<file path="src/rtl/mws_pkg.sv">
package mws_pkg;
  localparam int PCM_W = 24;
  function automatic int cnt_w(input int limit);
    return (limit < 2) ? 1 : $clog2(limit + 1);
  endfunction
endpackage

</file>
<file path="src/rtl/mws_edge_sync.sv">
module mws_edge_sync #(
  parameter int STAGES = 2
) (
  input  logic clk,
  input  logic rst,
  input  logic din,
  output logic rise
);
  logic [STAGES-1:0] chain;
  logic              last;

  always_ff @(posedge clk) begin
    if (rst) begin
      chain <= '0;
      last  <= 1'b0;
    end else begin
      chain <= {chain[STAGES-2:0], din};
      last  <= chain[STAGES-1];
    end
  end

  assign rise = chain[STAGES-1] & ~last;
endmodule

</file>
<file path="src/rtl/mws_idle_watch.sv">
module mws_idle_watch #(
  parameter int IDLE_LIMIT = 100000
) (
  input  logic clk,
  input  logic rst,
  input  logic bclk_rise,
  output logic idle
);
  import mws_pkg::*;
  localparam int CW = cnt_w(IDLE_LIMIT);
  logic [CW-1:0] gap;

  always_ff @(posedge clk) begin
    if (rst) begin
      gap  <= '0;
      idle <= 1'b1;
    end else if (bclk_rise) begin
      gap  <= '0;
      idle <= 1'b0;
    end else if (gap == CW'(IDLE_LIMIT)) begin
      idle <= 1'b1;
    end else begin
      gap <= gap + 1'b1;
    end
  end

  a_r1_wake_on_edge: assert property (@(posedge clk) disable iff (rst)
    bclk_rise |=> !idle);
  a_r1_sleep_on_gap: assert property (@(posedge clk) disable iff (rst)
    (!bclk_rise && gap == CW'(IDLE_LIMIT)) |=> idle);
endmodule

</file>
<file path="src/rtl/mws_wake_counter.sv">
module mws_wake_counter #(
  parameter int MUTE_CYCLES  = 4462,
  parameter int VALID_CYCLES = 262144
) (
  input  logic clk,
  input  logic rst,
  input  logic idle,
  input  logic bclk_rise,
  output logic released,
  output logic settled
);
  import mws_pkg::*;
  localparam int CW = cnt_w(VALID_CYCLES);
  logic [CW-1:0] ticks;

  always_ff @(posedge clk) begin
    if (rst || idle)
      ticks <= '0;
    else if (bclk_rise && ticks != CW'(VALID_CYCLES))
      ticks <= ticks + 1'b1;
  end

  assign released = (ticks >= CW'(MUTE_CYCLES));
  assign settled  = (ticks == CW'(VALID_CYCLES));

  a_r4_idle_clears: assert property (@(posedge clk) disable iff (rst)
    idle |=> ticks == '0);
  a_r7_saturates: assert property (@(posedge clk) disable iff (rst)
    (!idle && ticks == CW'(VALID_CYCLES)) |=> (ticks == CW'(VALID_CYCLES) || $past(idle) || idle || ticks == '0));
endmodule

</file>
<file path="src/rtl/mws_gain_ramp.sv">
module mws_gain_ramp #(
  parameter int W           = 24,
  parameter int RAMP_FRAMES = 256
) (
  input  logic         clk,
  input  logic         rst,
  input  logic         idle,
  input  logic         released,
  input  logic         frame_rise,
  input  logic [W-1:0] pcm,
  output logic [W-1:0] scaled
);
  localparam int SH = $clog2(RAMP_FRAMES);
  localparam int IW = SH + 1;
  localparam int PW = W + IW + 1;

  logic [IW-1:0]        gain;
  logic signed [PW-1:0] prod;
  logic signed [PW-1:0] shifted;

  always_ff @(posedge clk) begin
    if (rst || idle || !released)
      gain <= '0;
    else if (frame_rise && gain != IW'(RAMP_FRAMES))
      gain <= gain + 1'b1;
  end

  always_comb begin
    prod    = PW'($signed(pcm)) * $signed({1'b0, gain});
    shifted = prod >>> SH;
    scaled  = shifted[W-1:0];
  end

  a_r5_bounded: assert property (@(posedge clk) disable iff (rst)
    gain <= IW'(RAMP_FRAMES));
  a_r5_single_step: assert property (@(posedge clk) disable iff (rst)
    1'b1 |=> (gain == $past(gain) || gain == $past(gain) + 1'b1 || gain == '0));
endmodule

</file>
<file path="src/rtl/mic_wake_seq.sv">
module mic_wake_seq #(
  parameter int IDLE_LIMIT   = 100000,
  parameter int MUTE_CYCLES  = 4462,
  parameter int VALID_CYCLES = 262144,
  parameter int RAMP_FRAMES  = 256,
  parameter int SYNC_STAGES  = 2
) (
  input  logic        clk,
  input  logic        rst,
  input  logic        bclk_i,
  input  logic        lrclk_i,
  input  logic [23:0] pcm_i,
  output logic [23:0] pcm_o,
  output logic        good_o,
  output logic        idle_o
);
  import mws_pkg::*;

  logic bclk_rise, frame_rise, idle, released, settled;
  logic [PCM_W-1:0] scaled;

  mws_edge_sync #(.STAGES(SYNC_STAGES)) u_bclk_sync (
    .clk(clk), .rst(rst), .din(bclk_i), .rise(bclk_rise));
  mws_edge_sync #(.STAGES(SYNC_STAGES)) u_frame_sync (
    .clk(clk), .rst(rst), .din(lrclk_i), .rise(frame_rise));

  mws_idle_watch #(.IDLE_LIMIT(IDLE_LIMIT)) u_idle (
    .clk(clk), .rst(rst), .bclk_rise(bclk_rise), .idle(idle));

  mws_wake_counter #(.MUTE_CYCLES(MUTE_CYCLES), .VALID_CYCLES(VALID_CYCLES)) u_count (
    .clk(clk), .rst(rst), .idle(idle), .bclk_rise(bclk_rise),
    .released(released), .settled(settled));

  mws_gain_ramp #(.W(PCM_W), .RAMP_FRAMES(RAMP_FRAMES)) u_ramp (
    .clk(clk), .rst(rst), .idle(idle), .released(released),
    .frame_rise(frame_rise), .pcm(pcm_i), .scaled(scaled));

  always_ff @(posedge clk) begin
    if (rst) begin
      pcm_o  <= '0;
      good_o <= 1'b0;
    end else begin
      pcm_o  <= (released && !idle) ? scaled : '0;
      good_o <= settled && !idle;
    end
  end

  assign idle_o = idle;

  a_r2_muted_zero: assert property (@(posedge clk) disable iff (rst)
    !released |=> pcm_o == '0);
  a_r8_idle_quiet: assert property (@(posedge clk) disable iff (rst)
    idle |=> (pcm_o == '0 && !good_o));
  a_r3_good_after_release: assert property (@(posedge clk) disable iff (rst)
    good_o |-> $past(released));
endmodule

</file>
<file path="config.mk">
export PLATFORM = sky130hd
export DESIGN_NAME = mic_wake_seq
export DESIGN_NICKNAME = d
export VERILOG_FILES = /design/src/rtl/mws_pkg.sv /design/src/rtl/mws_edge_sync.sv /design/src/rtl/mws_idle_watch.sv /design/src/rtl/mws_wake_counter.sv /design/src/rtl/mws_gain_ramp.sv /design/src/rtl/mic_wake_seq.sv
export SDC_FILE = /design/constraint.sdc
export NUM_CORES = 1
export LEC_CHECK = 0
export ABC_AREA = 0
export BUFFER_PORTS_ARGS = -buffer_cell sky130_fd_sc_hd__buf_4
export CAP_MARGIN = 0
export CORE_ASPECT_RATIO = 1.4
export CORE_MARGIN = 2
export CORE_UTILIZATION = 30
export CTS_CLUSTER_DIAMETER = 150
export DETAILED_ROUTE_END_ITERATION = 8
export SYNTH_ARGS = -nofsm -noshare
export SYNTH_HDL_FRONTEND = slang
export SYNTH_SLANG_ARGS = --single-unit
</file>
<file path="constraint.sdc">
create_clock -name clk -period 7.8 [get_ports clk]
set_input_delay 1.17 -clock clk [delete_from_list [all_inputs] [get_ports clk]]
set_output_delay 1.17 -clock clk [all_outputs]
set_load 0.05 [all_outputs]
</file>
==> impl_metrics.json, run 1 <==
{
  "rsz0062_at_grt": "false",
  "startpoint": "pcm_i[7]",
  "synthCells": 1149,
  "period_share_pct": 79.11,
  "first_pass_iters": 4,
  "initial_utilization_pct": 30.37,
  "internal_power_uw": 691.3,
  "post_drt_wl_per_cell_um": 14.54,
  "status": "finished clean",
  "grt.overflow.total": 0,
  "yosysSeqAreaShare_pct": 15.28,
  "finalHoldViolCount": 0,
  "synth_area_mm2": 0.01009,
  "placed_cells": 1610,
  "relSlewSlack_pct": 35.61,
  "yosysTopAreaCellShare_pct": 33.74,
  "syn_avg_cell_area_um2": 8.778,
  "area_delta_synth_final_pct": 11.59,
  "htreeDepth": 3,
  "cts.clk_slew.worst_paths_ns": 0.06,
  "r2r-start": "u_ramp.gain[3]$_SDFFE_PP0P_",
  "grt_max_degree": 35,
  "synthArstFlopShare_pct": 0,
  "worstRegToRegCells": 18,
  "die_x_um": 159.0,
  "post_cts_resized": 0,
  "crit_path_max_fanout": 9,
  "via_per_inst": 4.694,
  "power_density_mw_per_mm2": 79.52,
  "final.min_clock_period_ns": 6.170,
  "holdBufCountCts": 0,
  "die-area_mm2": 0.03512,
  "grt_pass1_wl_um": 41260,
  "switching_power_uw": 203.6,
  "yosys-top-cells-area": "fa_1, dfxtp_1, ha_1",
  "finClkSkew_ns": 0.007080,
  "setup_viol": 0,
  "fillers": 3507,
  "total_power_uw": 894.9,
  "post_cts_buffers": 0,
  "critPathCaptureType": "flip-flop",
  "n_antenna_cell": 0,
  "ir_worst_vdd_v": 0.00007803,
  "synthTopCellsByCount": "inv_1, fa_1, nand2_1, and2_1, dfxtp_1",
  "synth-xor-area-share_pct": 4.429,
  "cts.sinks": 77,
  "yosys-mux-area-fraction_pct": 0.3101,
  "drv_cap": 0,
  "synth_fa_ha_area_share_pct": 42.80,
  "synth-edff-count": 0,
  "ios": 54,
  "r2r-end": "pcm_o[23]$_SDFF_PP0_",
  "synth-compound-area-share_pct": 6.438,
  "clock_latency_ns": 0.34,
  "antenna_found_initial": 0,
  "pwr-share-comb_pct": 4.5,
  "crit_arrival_ns": 6.42,
  "fin_tns_setup_ns": 0,
  "yosysTopAreaCell": "fa_1",
  "wirelength_um": 23640,
  "grt_pass1_vias": 8338,
  "ys.flop_type": "dfxtp_1",
  "cts_tree": "done",
  "core_area_mm2": 0.03321,
  "synth-simple-area-share_pct": 21.47,
  "layout-drive-gt1-share_pct": 7.536,
  "synth_top_family_by_area": "adder cells",
  "p_seq_share_pct": 44.5,
  "vias": 7633,
  "syn-num-nets": 1420,
  "synth_most_common_cell": "inv_1",
  "p_sw_share_pct": 22.75,
  "hold_path.class": "flip-flop to flip-flop",
  "clockBufferDepth": 2,
  "place.gp.congestion": 0.8601,
  "io_buffers": 53,
  "numCtsBuffers": 9,
  "ys_types": 55,
  "final_cells": 1626,
  "dp_hpwl_um": 18950,
  "p_leak_uw": 0.005500,
  "track_usage_pct": 14.38,
  "drv_slew": 0,
  "drt_iter0_drc": 326,
  "worst_pin_slew_ns": 0.9532,
  "row_count": 79,
  "drc_errors": 0,
  "fin_nets": 1447,
  "max_freq_ghz": 0.1621,
  "timing.critical_path.to": "pcm_o[23]$_SDFF_PP0_",
  "reg2reg_slack_ns": 1.65,
  "pwr-share-clk_pct": 51.1,
  "worst-setup-path-type": "primary input to flip-flop",
  "worstSetupStartpointType": "primary input",
  "synth_seq_cells": 77,
  "ys_warn_count": 0,
  "critPathRequiredTime_ns": 8.05,
  "ant_nets": 0,
  "cts_root_buf": "clkbuf_16",
  "fp.dieH_um": 221.0
}
==> registers in the layout (all words and copies together), names as in the netlist, 2 cells and up <==
register / count
u_count.ticks: 19
u_frame_sync.chain: 2
u_idle.gap: 17
pcm_o: 24
u_bclk_sync.chain: 2
u_ramp.gain: 9
==> critical path, stage by stage <==
cell and delay (ns):
buf_4 0.15, and2_1 0.18, fa_1 0.55, fa_1 0.44, fa_1 0.52, fa_1 0.59
inv_1 0.07, fa_1 0.53, inv_1 0.04, ha_1 0.38, a21oi_1 0.27, o211ai_1 0.18
a211oi_2 0.36, a211oi_2 0.19, o311a_1 0.40, o21a_1 0.20, o31ai_2 0.20
==> cell families after synthesis <==
kind of cell             after synthesis
AO/OA/AOI/OAI                         98
XOR/XNOR                              51
adder cells (fa/ha/maj)              243
buffers and inverters                247
flip-flops                            77
multiplexers                           3
AND/OR/NAND/NOR                      430
==> power groups by stage <==
stage,logic [uW],clock network [uW],registers (uW)
2_1_floorplan,13.6,0,407
3_3_place_gp,40.1,0,407
3_5_place_dp,40.7,0,407
4_1_cts,40.7,471,398
5_1_grt,43.9,489,398
6_report,39.8,457,398
==> worst min path at each step <==
stage	from	slack (ns)	endpoint	cells after the start
after floorplan	u_bclk_sync.chain[0]$_SDFF_PP0_	0.41	u_bclk_sync.chain[1]$_SDFF_PP0_	1
after global placement	u_bclk_sync.chain[0]$_SDFF_PP0_	0.42	u_bclk_sync.chain[1]$_SDFF_PP0_	1
after CTS	u_frame_sync.chain[0]$_SDFF_PP0_	0.44	u_frame_sync.chain[1]$_SDFF_PP0_	1
final	u_frame_sync.chain[0]$_SDFF_PP0_	0.44	u_frame_sync.chain[1]$_SDFF_PP0_	1
after global routing	u_frame_sync.chain[0]$_SDFF_PP0_	0.46	u_frame_sync.chain[1]$_SDFF_PP0_	1
after detailed placement	u_frame_sync.chain[0]$_SDFF_PP0_	0.43	u_frame_sync.chain[1]$_SDFF_PP0_	1
==> placed cells by master, fill, tap and decap left out, types with 3 or more instances in the layout <==
cell	instances
buf_4	63
inv_1	200
or2_2	3
nor3b_1	9
o21a_1	4
clkbuf_16	9
nor2_1	65
and2_1	113
o21ai_0	18
ha_1	73
xnor2_1	26
nor4b_1	4
nand2_1	140
or3_1	12
nand3_1	20
and3_1	6
nor3_1	18
a21o_1	10
fa_1	170
nand4_1	12
nor4_1	9
xor2_1	25
a21oi_1	36
dfxtp_1	77
nor2b_1	11
==> area by class of cell <==
cell class	count	area, um2	area share [%]
Clock inverter	7	97.59	0.8672
Sequential cell	77	1541	13.70
Clock buffer	9	225.2	2.001
Tap cell	445	556.8	4.947
Multi-Input combinational cell	825	7610	67.62
Timing Repair Buffer	63	473.0	4.202
Inverter	200	750.7	6.670
==> metrics by stage <==
stage          util [%]  setup WS (ns)  area [um2]  hold slack [ns]
5_1_grt           33.89          1.322       11250           0.4570
2_1_floorplan         -          1.616       10090           0.4138
3_3_place_gp      32.92          1.344       10930           0.4205
3_5_place_dp      32.92          1.288       10930           0.4261
4_1_cts           33.89          1.624       11250           0.4415
6_report          33.89          1.630       11250           0.4364
==> routing by layer <==
metal | up-vias | share of wire (%) | GRT usage [%]
li1 | 3610 | - | -
met1 | 3845 | 42 | 17.11
met2 | 136 | 53 | 26.48
met3 | 42 | 2.6 | 1.781
met4 | 0 | 2.9 | 5.191
met5 | - | 0 | 0
Power figures use the tool's default switching activity.
==> inputs of run 2 (changes only) <==
clock period = 5.8 ns   (was 7.8 ns; I/O delays follow)
==> run 2 against run 1 <==
Compared with the run above:
- worst setup slack got worse by 1.5 ns
- worst hold slack barely moved
- critical path depth rose by 2
- die area did not move
- register-to-register slack got worse by 1.4 ns
- count of clock-buffer cells in the layout rose by 2
- cell count rose by 4.6%
- wire length rose by 1.3%
- highest routed layer unchanged
- largest cell class unchanged
- global-route usage rose by 0.14 points
- total power rose by 31%
- clock power rose by 24%
==> impl_metrics.json, run 2 (same netlist as run 1, synthesis figures left out) <==
{
  "status": "finished clean",
  "final_common_cell": "inv_1",
  "p_sw_share_pct": 22.47,
  "place_area_mm2": 0.01157,
  "grt.overflow.total": 0,
  "crit_path_max_incr_delay_ns": 0.55,
  "initial_utilization_pct": 30.37,
  "cts_root_buf": "clkbuf_16",
  "crit_arrival_ns": 5.89,
  "die-area_mm2": 0.03512,
  "total_power_uw": 1173,
  "worst-path-buf-inv": 5,
  "ant_nets": 0,
  "clock_latency_ns": 0.34,
  "crit_chain": "buf_4, buf_4, and2_1, fa_1, fa_1, fa_1, fa_1, inv_1, fa_1, inv_1, ha_1, a21oi_1, o211ai_1, a211oi_2, buf_4, a211oi_4, o311a_1, o21a_1, o31ai_2",
  "min_to": "u_bclk_sync.chain[1]$_SDFF_PP0_",
  "track_usage_pct": 14.52,
  "crit_cells": 19,
  "pwr-share-comb_pct": 6.0,
  "grt_pass1_vias": 8717,
  "critPathCaptureType": "flip-flop",
  "hold_path.class": "flip-flop to flip-flop",
  "place.gp.congestion": 0.8246,
  "area_delta_synth_final_pct": 18.42,
  "reg2reg_slack_ns": 0.29,
  "rsz0062_at_grt": "true",
  "drv_slew": 0,
  "utilization_pct": 35.96,
  "relSlewSlack_pct": 51.05,
  "holdBufCountCts": 0,
  "crit_path_max_fanout": 5,
  "vias": 7827,
  "switching_power_uw": 263.6,
  "drv_cap": 0,
  "post_drt_wl_per_cell_um": 14.08,
  "cp_top_family": "adder cells",
  "clockBufferDepth": 2,
  "final.min_clock_period_ns": 5.626,
  "finClkSkew_ns": 0.008376,
  "drc_errors": 0,
  "layout_common_cells": "inv_1, fa_1, nand2_1",
  "drt_iter0_drc": 299,
  "fp.dieH_um": 221.0,
  "setup_viol": 0,
  "die_x_um": 159.0,
  "hp-start": "u_bclk_sync.chain[0]$_SDFF_PP0_",
  "p_seq_share_pct": 45.7,
  "fillers": 3452,
  "grt_pass1_wl_um": 42030,
  "power_density_mw_per_mm2": 98.20,
  "pwr-share-clk_pct": 48.4,
  "wirelength_um": 23940,
  "dp_hpwl_um": 19760,
  "first_pass_iters": 4,
  "ir_worst_vdd_v": 0.0001026,
  "finalHoldViolCount": 0,
  "antenna_found_initial": 0,
  "ios": 54,
  "numCtsBuffers": 9,
  "worst_pin_slew_ns": 0.7247,
  "worstSetupStartpointType": "primary input",
  "min_path_cells": 1,
  "io_buffers": 53,
  "cts_tree": "done",
  "r2r-start": "u_ramp.gain[1]$_SDFFE_PP0P_",
  "via_per_inst": 4.604,
  "max_freq_ghz": 0.1778,
  "critPathRequiredTime_ns": 6.06,
  "internal_power_uw": 909.3,
  "htreeDepth": 3,
  "design_area_mm2": 0.01194,
  "worstRegToRegCells": 20,
  "core_area_mm2": 0.03321,
  "cts.clk_slew.worst_paths_ns": 0.06,
  "cts.sinks": 77,
  "period_share_pct": 97.00,
  "r2r-end": "pcm_o[23]$_SDFF_PP0_",
  "worst-setup-path-type": "primary input to flip-flop",
  "top_register": "pcm_o",
  "layout-drive-gt1-share_pct": 13.78,
  "fin_tns_setup_ns": 0,
  "largest_reg_flops": 24,
  "row_count": 79,
  "grt_max_degree": 35,
  "n_antenna_cell": 0,
  "top_regs": "pcm_o (24), u_count.ticks (19), u_idle.gap (17)",
  "cp_slowest_cell": "fa_1",
  "fin_nets": 1521,
  "p_leak_uw": 0.005935,
  "crit_path_frequent_cell": "fa_1"
}
run 2: cell types whose count changed in the layout (fill, tap and decap cells not counted), sizes merged:
cell,change
inv,-2
bufinv,-1
clkinv,+2
clkbuf,+2
clkinvlp,-1
buf,+74
run 2: worst max path at each step:
stage | end | slack, ns | from
after floorplan | pcm_o[23]$_SDFF_PP0_ | 0.009 | pcm_i[6]
after global routing | pcm_o[23]$_SDFF_PP0_ | -0.03 | pcm_i[5]
after CTS | pcm_o[23]$_SDFF_PP0_ | 0.005 | u_ramp.gain[6]$_SDFFE_PP0P_
after global placement | pcm_o[23]$_SDFF_PP0_ | -0.22 | pcm_i[9]
final | pcm_o[23]$_SDFF_PP0_ | 0.17 | pcm_i[9]
after detailed placement | pcm_o[23]$_SDFF_PP0_ | -0.30 | pcm_i[9]
run 2: layout make-up:
type | instances | area [um2] | share of cell area, %
well taps | 445 | 556.8 | 4.662
multi-input cells | 825 | 7672 | 64.24
repair buffers | 137 | 1116 | 9.344
clock inverters | 5 | 60.06 | 0.5028
flip-flops and latches | 77 | 1545 | 12.94
clock buffers | 11 | 242.7 | 2.032
inverters | 200 | 750.7 | 6.285
run 2: worst reg2reg max path, stage by stage, from the launching register on:
cell and delay [ns]:
dfxtp_1 0.43, buf_12 0.17, buf_4 0.20, nand2_1 0.09
fa_1 0.49, inv_1 0.06, fa_1 0.52, fa_1 0.45
fa_1 0.55, inv_1 0.05, fa_1 0.53, inv_1 0.04
ha_1 0.31, buf_4 0.15, a21o_1 0.17, a211oi_2 0.20
buf_4 0.16, a211oi_4 0.07, o311a_1 0.39, o21a_1 0.20
o31ai_2 0.20
run 2: metal layers:
| layer | wire, um | global-route usage (%) | vias to the layer above |
|---|---|---|---|
| li1 | - | - | 3768 |
| met1 | 9626 | 16.34 | 3941 |
| met2 | 13250 | 28.67 | 95 |
| met3 | 702 | 2.043 | 23 |
| met4 | 366 | 3.196 | 0 |
| met5 | 0 | 0 | - |
run 2: metrics by stage:
stage	hold WS (ns)	cells	worst slack, ns
final	0.4364	1700	0.1742
after global placement	0.4223	1683	-0.2243
after detailed placement	0.4239	1683	-0.3007
after global routing	0.4623	1700	-0.03011
after floorplan	0.4138	1149	0.008736
after CTS	0.4387	1699	0.004765
run 2: power by group through the flow:
stage	sequential, uW	clock (uW)	combinational, uW
5_1_grt	536	606	75.5
6_report	536	567	70.0
2_1_floorplan	548	0	18.8
3_5_place_dp	547	0	70.6
4_1_cts	536	584	70.7
3_3_place_gp	547	0	70.1
run 2: repair_timing:
| action | CTS | global route |
|---|---|---|
| gates resized for setup | 1 | 15 |
| cloned | 0 | 0 |
| pin swaps | 0 | 3 |
| endpoints found under the setup margin | 1 | 10 |
| setup buffers | 0 | 1 |
| hold endpoints to repair | 0 | 0 |
==> inputs of run 3 (changes only) <==
CORE_ASPECT_RATIO = 0.7   (was 1.4)
==> run 3 against run 2 <==
Compared with the run above:
- first-iteration DRC count is 72% higher
- largest cell class unchanged
- worst hold slack worse by 0.0010 ns
- utilization is 0.11 points lower
- global-route usage increased by 0.15 points
- via count is 0.73% lower
- register-to-register slack gained 0.03 ns
- sequential share of layout area rose by 0.065 points
- clock power about the same
- critical endpoint is now pcm_o[15]$_SDFF_PP0_
- final area barely moved
- flip-flop and latch count is the same
==> impl_metrics.json, run 3 (same netlist as run 1, synthesis figures left out) <==
{
  "status": "finished clean",
  "post_drt_wl_per_cell_um": 14.04,
  "via_per_inst": 4.589,
  "worst-path-buf-inv": 9,
  "worstSetupStartpointType": "primary input",
  "grt_pass1_wl_um": 41240,
  "crit_path_max_incr_delay_ns": 0.54,
  "io_buffers": 53,
  "place.gp.congestion": 0.8391,
  "cp_top_family": "adder cells",
  "design_area_mm2": 0.01193,
  "critPathRequiredTime_ns": 6.08,
  "period_share_pct": 96.66,
  "internal_power_uw": 918.7,
  "setup_viol": 0,
  "relSlewSlack_pct": 30.26,
  "crit_cells": 22,
  "cts_root_buf": "clkbuf_16",
  "p_sw_share_pct": 21.58,
  "switching_power_uw": 252.7,
  "critPathCaptureType": "flip-flop",
  "layout_common_cells": "inv_1, fa_1, nand2_1",
  "finalHoldViolCount": 0,
  "crit_chain": "buf_4, buf_4, nand2_1, fa_1, inv_1, fa_1, fa_1, fa_1, inv_1, fa_1, inv_1, ha_1, nand2_1, buf_4, a21oi_1, a211oi_2, buf_4, a211o_2, buf_4, and3_1, nor3_1, buf_4",
  "die_x_um": 223.2,
  "cp_slowest_cell": "fa_1",
  "reg2reg_slack_ns": 0.32,
  "largest_reg_flops": 24,
  "final_common_cell": "inv_1",
  "vias": 7770,
  "r2r-start": "u_ramp.gain[3]$_SDFFE_PP0P_",
  "finClkSkew_ns": 0.007208,
  "die-area_mm2": 0.03513,
  "first_pass_iters": 5,
  "place_area_mm2": 0.01153,
  "min_path_cells": 1,
  "min_to": "u_bclk_sync.chain[1]$_SDFF_PP0_",
  "final.min_clock_period_ns": 5.606,
  "rsz0062_at_grt": "true",
  "pwr-share-clk_pct": 48.5,
  "p_leak_uw": 0.005913,
  "crit_arrival_ns": 5.89,
  "grt_pass1_vias": 8251,
  "drt_iter0_drc": 514,
  "fillers": 3403,
  "track_usage_pct": 14.67,
  "row_count": 56,
  "layout-drive-gt1-share_pct": 14.15,
  "fin_nets": 1524,
  "placed_cells": 1676,
  "worst_pin_slew_ns": 1.033,
  "holdBufCountCts": 0,
  "initial_utilization_pct": 30.30,
  "drv_slew": 0,
  "max_freq_ghz": 0.1784,
  "drv_cap": 0,
  "worstRegToRegCells": 18,
  "n_antenna_cell": 0,
  "drc_errors": 0,
  "worst-setup-path-type": "primary input to flip-flop",
  "area_delta_synth_final_pct": 18.31,
  "antenna_found_initial": 0,
  "r2r-end": "pcm_o[23]$_SDFF_PP0_",
  "wirelength_um": 23760,
  "ios": 54,
  "cts.sinks": 77,
  "numCtsBuffers": 9,
  "htreeDepth": 3,
  "grt.overflow.total": 0,
  "top_regs": "pcm_o (24), u_count.ticks (19), u_idle.gap (17)",
  "ir_worst_vdd_v": 0.0001302,
  "cts_tree": "done",
  "p_seq_share_pct": 45.6,
  "core_area_mm2": 0.03328,
  "power_density_mw_per_mm2": 98.17,
  "hp-start": "u_bclk_sync.chain[0]$_SDFF_PP0_",
  "clockBufferDepth": 2,
  "fp.dieH_um": 157.4,
  "cts.clk_slew.worst_paths_ns": 0.06,
  "top_register": "pcm_o",
  "pwr-share-comb_pct": 5.9,
  "grt_max_degree": 35,
  "crit_path_frequent_cell": "buf_4",
  "dp_hpwl_um": 19390,
  "clock_latency_ns": 0.34,
  "crit_path_max_fanout": 8,
  "ant_nets": 0,
  "hold_path.class": "flip-flop to flip-flop",
  "final_cells": 1693
}
## run 3: changes by cell type in the layout (fill, tap and decap cells not counted), sizes merged
| cell | change |
|---|---|
| buf | +3 |
| clkbuf | +2 |
| clkinv | -1 |
| clkinvlp | -1 |
## run 3: worst reg2reg max path: stages (launching register included)
cell and delay, ns:
dfxtp_1 0.35, buf_12 0.20, nand2_1 0.11, fa_1 0.55
inv_1 0.06, fa_1 0.51, fa_1 0.46, fa_1 0.55
inv_1 0.05, fa_1 0.52, inv_1 0.04, ha_1 0.30
a2111o_1 0.42, o221ai_4 0.29, a211oi_2 0.11, buf_4 0.17
o311a_1 0.32, o21a_1 0.20, o31ai_2 0.17
## run 3: area by class of cell
cell class              count  area (um2)  area share (%)
clock buffers              13       260.3           2.181
clock inverters             3       43.79          0.3670
well taps                 435       544.3           4.561
multi-input cells         825        7679           64.35
inverters                 200       750.7           6.291
flip-flops and latches     77        1551           13.00
repair buffers            140        1104           9.248
## run 3: layer usage
layer	track usage [%]	up-vias	part of all wire, %
li1	-	3771	-
met1	20.83	3846	51
met2	24.15	140	45
met3	2.203	13	3.6
met4	2.141	0	0.59
met5	0	-	0
## run 3: what timing repair did
action	in CTS	in global routing
pin swaps	0	14
buffers inserted	0	1
resized for setup	3	20
endpoints found under the setup margin	2	11
## run 3: power groups by stage
stage / Sequential [uW] / Combinational, uW / Clock, uW
after floorplan: 548 / 18.8 / 0
after global placement: 547 / 68.2 / 0
after detailed placement: 547 / 69.2 / 0
after CTS: 535 / 69.3 / 590
after global routing: 535 / 75.2 / 614
final: 535 / 68.7 / 568
## run 3: metrics by stage
step,util [%],setup WS [ns],power (uW),TNS [ns],hold slack [ns]
3_3_place_gp,34.64,-0.2677,615.4,-1.205,0.4251
3_5_place_dp,34.64,-0.3240,616.4,-1.661,0.4220
6_report,35.85,0.1940,1171,0,0.4353
4_1_cts,35.56,0.01248,1195,0,0.4355
2_1_floorplan,-,0.008736,566.5,0,0.4138
5_1_grt,35.85,-0.02732,1224,-0.05724,0.4552
## run 3: worst max path at each step
stage,from,endpoint,slack (ns)
after floorplan,pcm_i[6],pcm_o[23]$_SDFF_PP0_,0.009
after global placement,pcm_i[7],pcm_o[23]$_SDFF_PP0_,-0.27
after detailed placement,pcm_i[7],pcm_o[23]$_SDFF_PP0_,-0.32
after CTS,pcm_i[7],pcm_o[23]$_SDFF_PP0_,0.01
after global routing,pcm_i[12],pcm_o[16]$_SDFF_PP0_,-0.03
final,pcm_i[12],pcm_o[15]$_SDFF_PP0_,0.19
